$ cat config.mk
export PLATFORM = sky130hd
export DESIGN_NAME = uds_store
export DESIGN_NICKNAME = d
export VERILOG_FILES = /design/src/rtl/uds_pkg.sv /design/src/rtl/uds_req_decode.sv /design/src/rtl/uds_word_slot.sv /design/src/rtl/uds_store.sv
export SDC_FILE = /design/constraint.sdc
export NUM_CORES = 1
export LEC_CHECK = 0
export CELL_PAD_IN_SITES_DETAIL_PLACEMENT = 1
export CELL_PAD_IN_SITES_GLOBAL_PLACEMENT = 1
export CORE_ASPECT_RATIO = 0.5
export CORE_MARGIN = 10
export CORE_UTILIZATION = 46
export CTS_CLUSTER_DIAMETER = 200
export CTS_CLUSTER_SIZE = 14
export DETAILED_ROUTE_END_ITERATION = 6
export GPL_TIMING_DRIVEN = 1
export PLACE_DENSITY = 0.94
export SETUP_SLACK_MARGIN = 0.4
export SYNTH_ARGS = -nofsm -noshare
export SYNTH_HDL_FRONTEND = slang
export SYNTH_HIERARCHICAL = 1
export SYNTH_SLANG_ARGS = --single-unit
$ cat constraint.sdc
create_clock -name clk -period 2.9 [get_ports clk]
set_input_delay 0.435 -clock clk [delete_from_list [all_inputs] [get_ports clk]]
set_output_delay 0.435 -clock clk [all_outputs]
set_load 0.005 [all_outputs]
$ cat src/rtl/uds_pkg.sv
package uds_pkg;
    localparam int WORD_W  = 32;
    localparam int N_WORDS = 8;
    localparam int IDX_W   = $clog2(N_WORDS);
    localparam int STORE_W = WORD_W * N_WORDS;

    typedef logic [WORD_W-1:0]  word_t;
    typedef logic [N_WORDS-1:0] flags_t;

    typedef struct packed {
        logic             hit;
        logic [IDX_W-1:0] idx;
    } req_t;

    function automatic word_t word_of(logic [STORE_W-1:0] store, int i);
        return store[i*WORD_W +: WORD_W];
    endfunction
endpackage

$ cat src/rtl/uds_req_decode.sv
module uds_req_decode
    import uds_pkg::*;
#(
    parameter int ADDR_W = 4
) (
    input  logic              rd_en,
    input  logic              fw_mode,
    input  logic [ADDR_W-1:0] rd_addr,
    output req_t              req,
    output flags_t            take
);
    logic in_range;

    always_comb begin
        in_range = (rd_addr < ADDR_W'(N_WORDS));
        req.hit  = rd_en && fw_mode && in_range;
        req.idx  = rd_addr[IDX_W-1:0];
        take     = '0;
        if (req.hit) take[req.idx] = 1'b1;
    end
endmodule

$ cat src/rtl/uds_word_slot.sv
module uds_word_slot
    import uds_pkg::*;
#(
    parameter word_t INIT = '0
) (
    input  logic  clk,
    input  logic  rst,
    input  logic  take,
    output word_t word_o,
    output logic  used_o
);
    word_t value_q;
    logic  used_q;

    always_ff @(posedge clk) begin
        if (rst) begin
            value_q <= INIT;
            used_q  <= 1'b0;
        end else if (take) begin
            value_q <= '0;
            used_q  <= 1'b1;
        end
    end

    assign word_o = value_q;
    assign used_o = used_q;


    used_sticky_chk: assert property (@(posedge clk) disable iff (rst)
        used_q |=> used_q);


    used_cause_chk: assert property (@(posedge clk) disable iff (rst)
        $rose(used_q) |-> $past(take));
endmodule

$ cat src/rtl/uds_store.sv
module uds_store
    import uds_pkg::*;
#(
    parameter int                 ADDR_W = 4,
    parameter logic [STORE_W-1:0] SECRET = 256'h0f1e2d3c_4b5a6978_8796a5b4_c3d2e1f0_13579bdf_2468ace0_deadc0de_a5a5_5a5a
) (
    input  logic              clk,
    input  logic              rst,
    input  logic              rd_en,
    input  logic              fw_mode,
    input  logic [ADDR_W-1:0] rd_addr,
    output logic [WORD_W-1:0] rd_data,
    output logic [N_WORDS-1:0] consumed
);
    req_t   req;
    flags_t take;
    word_t  slot_word [N_WORDS];
    flags_t used;
    word_t  data_q;

    uds_req_decode #(.ADDR_W(ADDR_W)) u_dec (
        .rd_en   (rd_en),
        .fw_mode (fw_mode),
        .rd_addr (rd_addr),
        .req     (req),
        .take    (take)
    );

    for (genvar i = 0; i < N_WORDS; i++) begin : g_slot
        uds_word_slot #(.INIT(word_of(SECRET, i))) u_slot (
            .clk    (clk),
            .rst    (rst),
            .take   (take[i]),
            .word_o (slot_word[i]),
            .used_o (used[i])
        );
    end

    always_ff @(posedge clk) begin
        if (rst)          data_q <= '0;
        else if (req.hit) data_q <= slot_word[req.idx];
        else              data_q <= '0;
    end

    assign rd_data  = data_q;
    assign consumed = used;


    app_no_consume_chk: assert property (@(posedge clk) disable iff (rst)
        (rd_en && !fw_mode) |=> ($stable(consumed) && rd_data == '0));


    out_of_range_chk: assert property (@(posedge clk) disable iff (rst)
        (rd_en && rd_addr >= ADDR_W'(N_WORDS)) |=> ($stable(consumed) && rd_data == '0));


    idle_zero_chk: assert property (@(posedge clk) disable iff (rst)
        !rd_en |=> rd_data == '0);


    spent_zero_chk: assert property (@(posedge clk) disable iff (rst)
        (rd_en && fw_mode && rd_addr < ADDR_W'(N_WORDS) && consumed[rd_addr[IDX_W-1:0]])
        |=> rd_data == '0);


    single_consume_chk: assert property (@(posedge clk) disable iff (rst)
        1'b1 |=> $onehot0(consumed & ~$past(consumed)));
endmodule

Word level (Yosys, flattened, before mapping) --
Index checks and enable logic that the tools add are counted.
Cells by class: magnitude comparators 4, mux-type cells 6, bitwise logic cells 2, reduce and logical (&&, ||, !) cells 4
Operators with widths (count):
- $bmux 32 s3 | 1
- $mux 32 | 2
- $mux 8 | 1
- $ge 4x4->1 const B | 1
- $lt 3x4->1 const B | 1
- $lt 4x4->1 const B | 1
- $not 3->4 | 1
- $demux 1 s3 | 1
- $ge 3x1->1 const B | 1
- $logic_and 1x1->1 | 3
- $reduce_or 2->1 | 1
- $mux 1 | 1
- $not 1->1 | 1
Storage, ports and cells: bits in registers 171, bits of input ports 8, output and inout port bits 40, word-level logic and storage cells 33

Logic depth before layout (Yosys ltp) --
word-level depth 5, depth in mapped cells 7

Hierarchy --
Netlist, hierarchy kept.
Modules (own cells, without submodules):
- uds_store | instances 1, cells an instance 289, area an instance 2713.9 um^2
- uds_word_slot | instances 8, cells an instance 38, area an instance 295.3 um^2
- uds_req_decode | instances 1, cells an instance 18, area an instance 102.6 um^2

Worst setup path after synthesis --
No wires, ideal clock.
kind input to register, from input port rd_addr[1], to register data_q[13], in the netlist rd_data[13], library setup time 0.120 ns, arrival time 1.514 ns, required time 2.780 ns, slack 1.266 ns, stages on the path 6, path buffers 3, path through buf_4 buf_2 buf_2 mux2i_1 o22ai_1 or2_1
Between the ends: word-level cells in the longest chain between the ends 4, elaborated cells between the ends (all ways) 8, those cells by class 1 x order compare; 3 x mux; 2 x bitwise; 2 x reduce/logical
RTL lines:
- start: declaration | RTL line uds_store.sv:11 | input logic [ADDR_W-1:0] rd_addr,
- $lt 4x4->1 / $not 3->4 (equally long branches) | RTL line uds_req_decode.sv:15, uds_store.sv:41
- $logic_and 1x1->1 / $bmux 32 s3 (equally long branches) | RTL line uds_req_decode.sv:16, uds_store.sv:41
- $not 1->1 (no source line) / $mux 32 (equally long branches)
- $reduce_or 2->1 (no source line) / $mux 32 (equally long branches)
- end signal: assignment | RTL line uds_store.sv:41 | else if (req.hit) data_q <= slot_word[req.idx];
- end: declaration | RTL line uds_store.sv:19 | word_t data_q;
Several ways; a longest one is shown, not always the timed one. The select of a mux whose other input is x is not followed. A chain may end at the register's enable or synchronous reset.

==> summary.txt <==
Detailed routing
  – Total via count in the routed design: 3111
  – Remaining DRCs: 0
  – Number of nets with antenna violations after detailed routing: 0
  – Average wire per cell in the routed design: 16.53 um
  – Routed wire length: 10850 um
  – Detailed Routing Iterations Pass 1: 4
  – Average vias per placed instance: 4.742
  – Detailed router's first-iteration violation count: 142

Synthesis
  – Parity-gate share of the synthesized area counting xor and xnor cells: 0
  – Dominant combinational cell family by area after synthesis: buffers and inverters
  – Largest area contributor in the synthesized netlist: sky130_fd_sc_hd__buf_4
  – Area share of fa/ha/maj cells after synthesis: 0
  – Count of different cell masters after synthesis: 20
  – Share of synthesized cell area in and, or, nand and nor gates: 0.07369
  – Ys async rst share: 0
  – Warnings from Yosys: 6
  – Flip-flop cell with the highest count after synthesis: sky130_fd_sc_hd__dfxtp_1
  – Share of the synthesized area in the top cell type: 0.3639
  – Post-Synthesis Cells: 611
  – Compound-gate portion of the synthesized area: 0.08891
  – Count of flip-flops with a built-in enable after synthesis: 0
  – Most common cell in the synthesized netlist: sky130_fd_sc_hd__buf_4
  – Area of the mapped netlist: 0.005179 mm2
  – Multiplexer area fraction after synthesis: 0.2474
  – Leading post-synthesis cells by instance count: 251 x sky130_fd_sc_hd__buf_4, 128 x sky130_fd_sc_hd__mux2i_1, 64 x sky130_fd_sc_hd__o22ai_1, 48 x sky130_fd_sc_hd__dfxtp_1, 32 x sky130_fd_sc_hd__or2_1
  – Average instance area after synthesis: 8.476 um2
  – Top area cells in the synthesized netlist: sky130_fd_sc_hd__buf_4 36%, sky130_fd_sc_hd__mux2i_1 25%, sky130_fd_sc_hd__dfxtp_1 19%, sky130_fd_sc_hd__o22ai_1 7.7%, sky130_fd_sc_hd__or2_1 3.9%
  – Sequential-to-total area share from yosys stat: 0.1856
  – Yosys reg bits: 48

Setup path
  – Total buffers and inverters traversed by the critical path: 2
  – Critical setup path kind: input pin to flip-flop
  – Worst path required time: 3.14 ns
  – Slowest CP cell: sky130_fd_sc_hd__clkdlybuf4s50_1
  – Critical Path Start Type: input pin
  – Crit Path Max Fanout: 32
  – Crit-path max cell delay: 0.51 ns
  – Cell chain of the critical path: clkdlybuf4s50_1 -> nor2_1 -> or4b_1 -> buf_4 -> o22ai_1 -> or2_1
  – Category of cells accounting for the largest share of critical-path delay: simple AND/OR/NAND/NOR gates
  – Arrival time reported for the critical path endpoint: 2.36 ns
  – Capturing element type of the critical path: flip-flop

Timing
  – Slew HR: 0.3777
  – Transition at the pin with the smallest max-transition slack: 0.9322 ns
  – Share of the cycle needed by the critical path after routing: 0.7312
  – Timing-limited maximum frequency: 0.4716 GHz
  – Final setup violation count: 0
  – RSZ-0062 raised after global routing: no
  – Clock skew: 0.006057 ns
  – Setup slack of the critical path after layout: 0.7795 ns
  – Number of max-slew violations in the final report: 0
  – Count of endpoints failing hold in the final timing report: 0
  – Final-layout setup total negative slack: 0 ns
  – Tmin final: 2.120 ns

Clock network
  – Hold buffers post-CTS: 0
  – Clock-pin slew on the worst setup and hold paths: 0.07 ns
  – Number of gates resized after cts: 0
  – Number of clock sinks seen by CTS: 48
  – Root Buffer: sky130_fd_sc_hd__clkbuf_16
  – Maximum level of the CTS H-tree: 2
  – Buffers inserted by post-CTS timing repair: 0
  – Clock buffers created by TritonCTS: 5
  – CTS tree: built
  – Worst-Skew Late Latency: 0.30 ns
  – Buffer levels on the longest clock path: 2

Floorplan
  – Overall die height: 95.03 um
  – Placement row count: 27
  – Effective utilization at floorplan: 0.4717
  – Full die area: 0.01616 mm2
  – IO Pins: 48
  – Area of the core: 0.01098 mm2
  – Die W: 170.1 um

Finish
  – Filler Cell Count: 1298
  – Area overhead of the layout relative to synthesis: -13.46%
  – Total Nets Final: 518
  – Area of the multi-input gates: 0.002592 mm2
  – Share of final-layout standard cells stronger than drive strength 1: 0.03327
  – Antenna Diode Count: 0
  – Area taken by flip-flops and latches: 960.9 um2

Global route
  – Overall overflow remaining after global route: 0
  – Maximum number of pins on one net before global-route repair: 69
  – Antenna violations before repair: 0
  – Total routing resource utilization after global routing: 0.1320
  – Wire length of the first global-routing pass: 17220 um
  – Vias in the first global route: 3313

Power and ir drop
  – Power density of the placed cells: 368.3 mW/mm2
  – Highest ir drop seen on vdd: 0.2400 mV
  – Overall power consumption: 1.651 mW
  – Leakage power summed over all cells: 2.228 nW

Placed design
  – I/O Buffers: 47
  – GPL Wtd Cong: 0.7220
  – Dpl hpwl: 6662 um
  – Setup slack after placement: 0.5440 ns

Outcome
  – Result of the run: finished clean

Hold path
  – Hold/Removal Path Class: flip-flop to flip-flop

Run
  – Max cap viols: 0
## per-layer routing
layer / up-vias / track usage / routed length, um
li1: 1510 / - / -
met1: 1523 / 0.1531 / 4898
met2: 52 / 0.2355 / 5306
met3: 26 / 0.03174 / 382
met4: 0 / 0.04859 / 259
met5: - / 0 / 0
## through the flow
stage	instance area, um2	util	hold WS (ns)	cells
6_report	4482	0.4082	0.4661	656
5_1_grt	4482	0.4082	0.5200	656
4_1_cts	4482	0.4082	0.4746	656
3_5_place_dp	4309	0.3925	0.4615	648
3_3_place_gp	4309	0.3925	0.4480	648
2_1_floorplan	5618	-	0.4576	728
## placed cells by master (no fill, tap or decap)
cell and instances:
sky130_fd_sc_hd__nand2_1 1, sky130_fd_sc_hd__or2_1 32, sky130_fd_sc_hd__or4b_1 1, sky130_fd_sc_hd__mux2i_1 128
sky130_fd_sc_hd__or3b_1 2, sky130_fd_sc_hd__nor4_1 2, sky130_fd_sc_hd__bufinv_16 1, sky130_fd_sc_hd__clkdlybuf4s50_1 46
sky130_fd_sc_hd__clkinv_4 2, sky130_fd_sc_hd__buf_12 1, sky130_fd_sc_hd__conb_1 125, sky130_fd_sc_hd__nand4bb_1 2
sky130_fd_sc_hd__o22ai_1 64, sky130_fd_sc_hd__clkbuf_16 5, sky130_fd_sc_hd__inv_1 8, sky130_fd_sc_hd__buf_4 7
sky130_fd_sc_hd__buf_6 1, sky130_fd_sc_hd__nand3b_1 2, sky130_fd_sc_hd__a21o_1 8, sky130_fd_sc_hd__nor2_1 23
sky130_fd_sc_hd__dfxtp_1 48, sky130_fd_sc_hd__nand4b_1 1, sky130_fd_sc_hd__nand3_1 1
## worst min-delay path: cells and delay by family, from the launching register on
family / cells / cell delay, ns
and+or+nand+nor: 2 / 0.10
DFF: 1 / 0.33
## final timing paths
path / startpoint / end / slack, ns / cells past startpoint
max reg2reg: g_slot[1].u_slot/word_o[30]$_SDFFE_PP1P_ / rd_data[27]$_SDFF_PP0_ / 1.32 / 3
max: rd_addr[3] / rd_data[22]$_SDFF_PP0_ / 0.78 / 6
min reg2reg: g_slot[7].u_slot/used_o$_SDFFE_PP0P_ / g_slot[7].u_slot/used_o$_SDFFE_PP0P_ / 0.47 / 2
min: g_slot[7].u_slot/used_o$_SDFFE_PP0P_ / g_slot[7].u_slot/used_o$_SDFFE_PP0P_ / 0.47 / 2
## power by group
| group | internal [mW] | switching [mW] | total, mW | leakage (nW) |
|---|---|---|---|---|
| combinational | 0.126 | 0.133 | 0.258 | 1.76 |
| sequential | 0.676 | 0.0150 | 0.691 | 0.389 |
| clock | 0.411 | 0.290 | 0.701 | 0.0840 |
| total | 1.21 | 0.438 | 1.65 | 2.23 |
## logic make-up after synthesis
kind of cell / after synthesis
other: 8
buffers and inverters: 288
AO/OA/AOI/OAI: 72
flip-flops: 48
AND/OR/NAND/NOR: 67
multiplexers: 128
## state kept, by name (all words and copies together), names as in the netlist
signal	count
rd_data	32
g_slot.u_slot/word_o	8
g_slot.u_slot/used_o	8
## final cells by class
cell class                 count  share of cell area
multi-input combinational    392              0.5784
sequential                    48              0.2144
timing repair buffer          55              0.1214
tap                          145             0.04048
clock buffer                   5             0.02792
clock inverter                 3             0.01061
inverter                       8            0.006700
No activity file was read; power rests on OpenSTA's default activity.
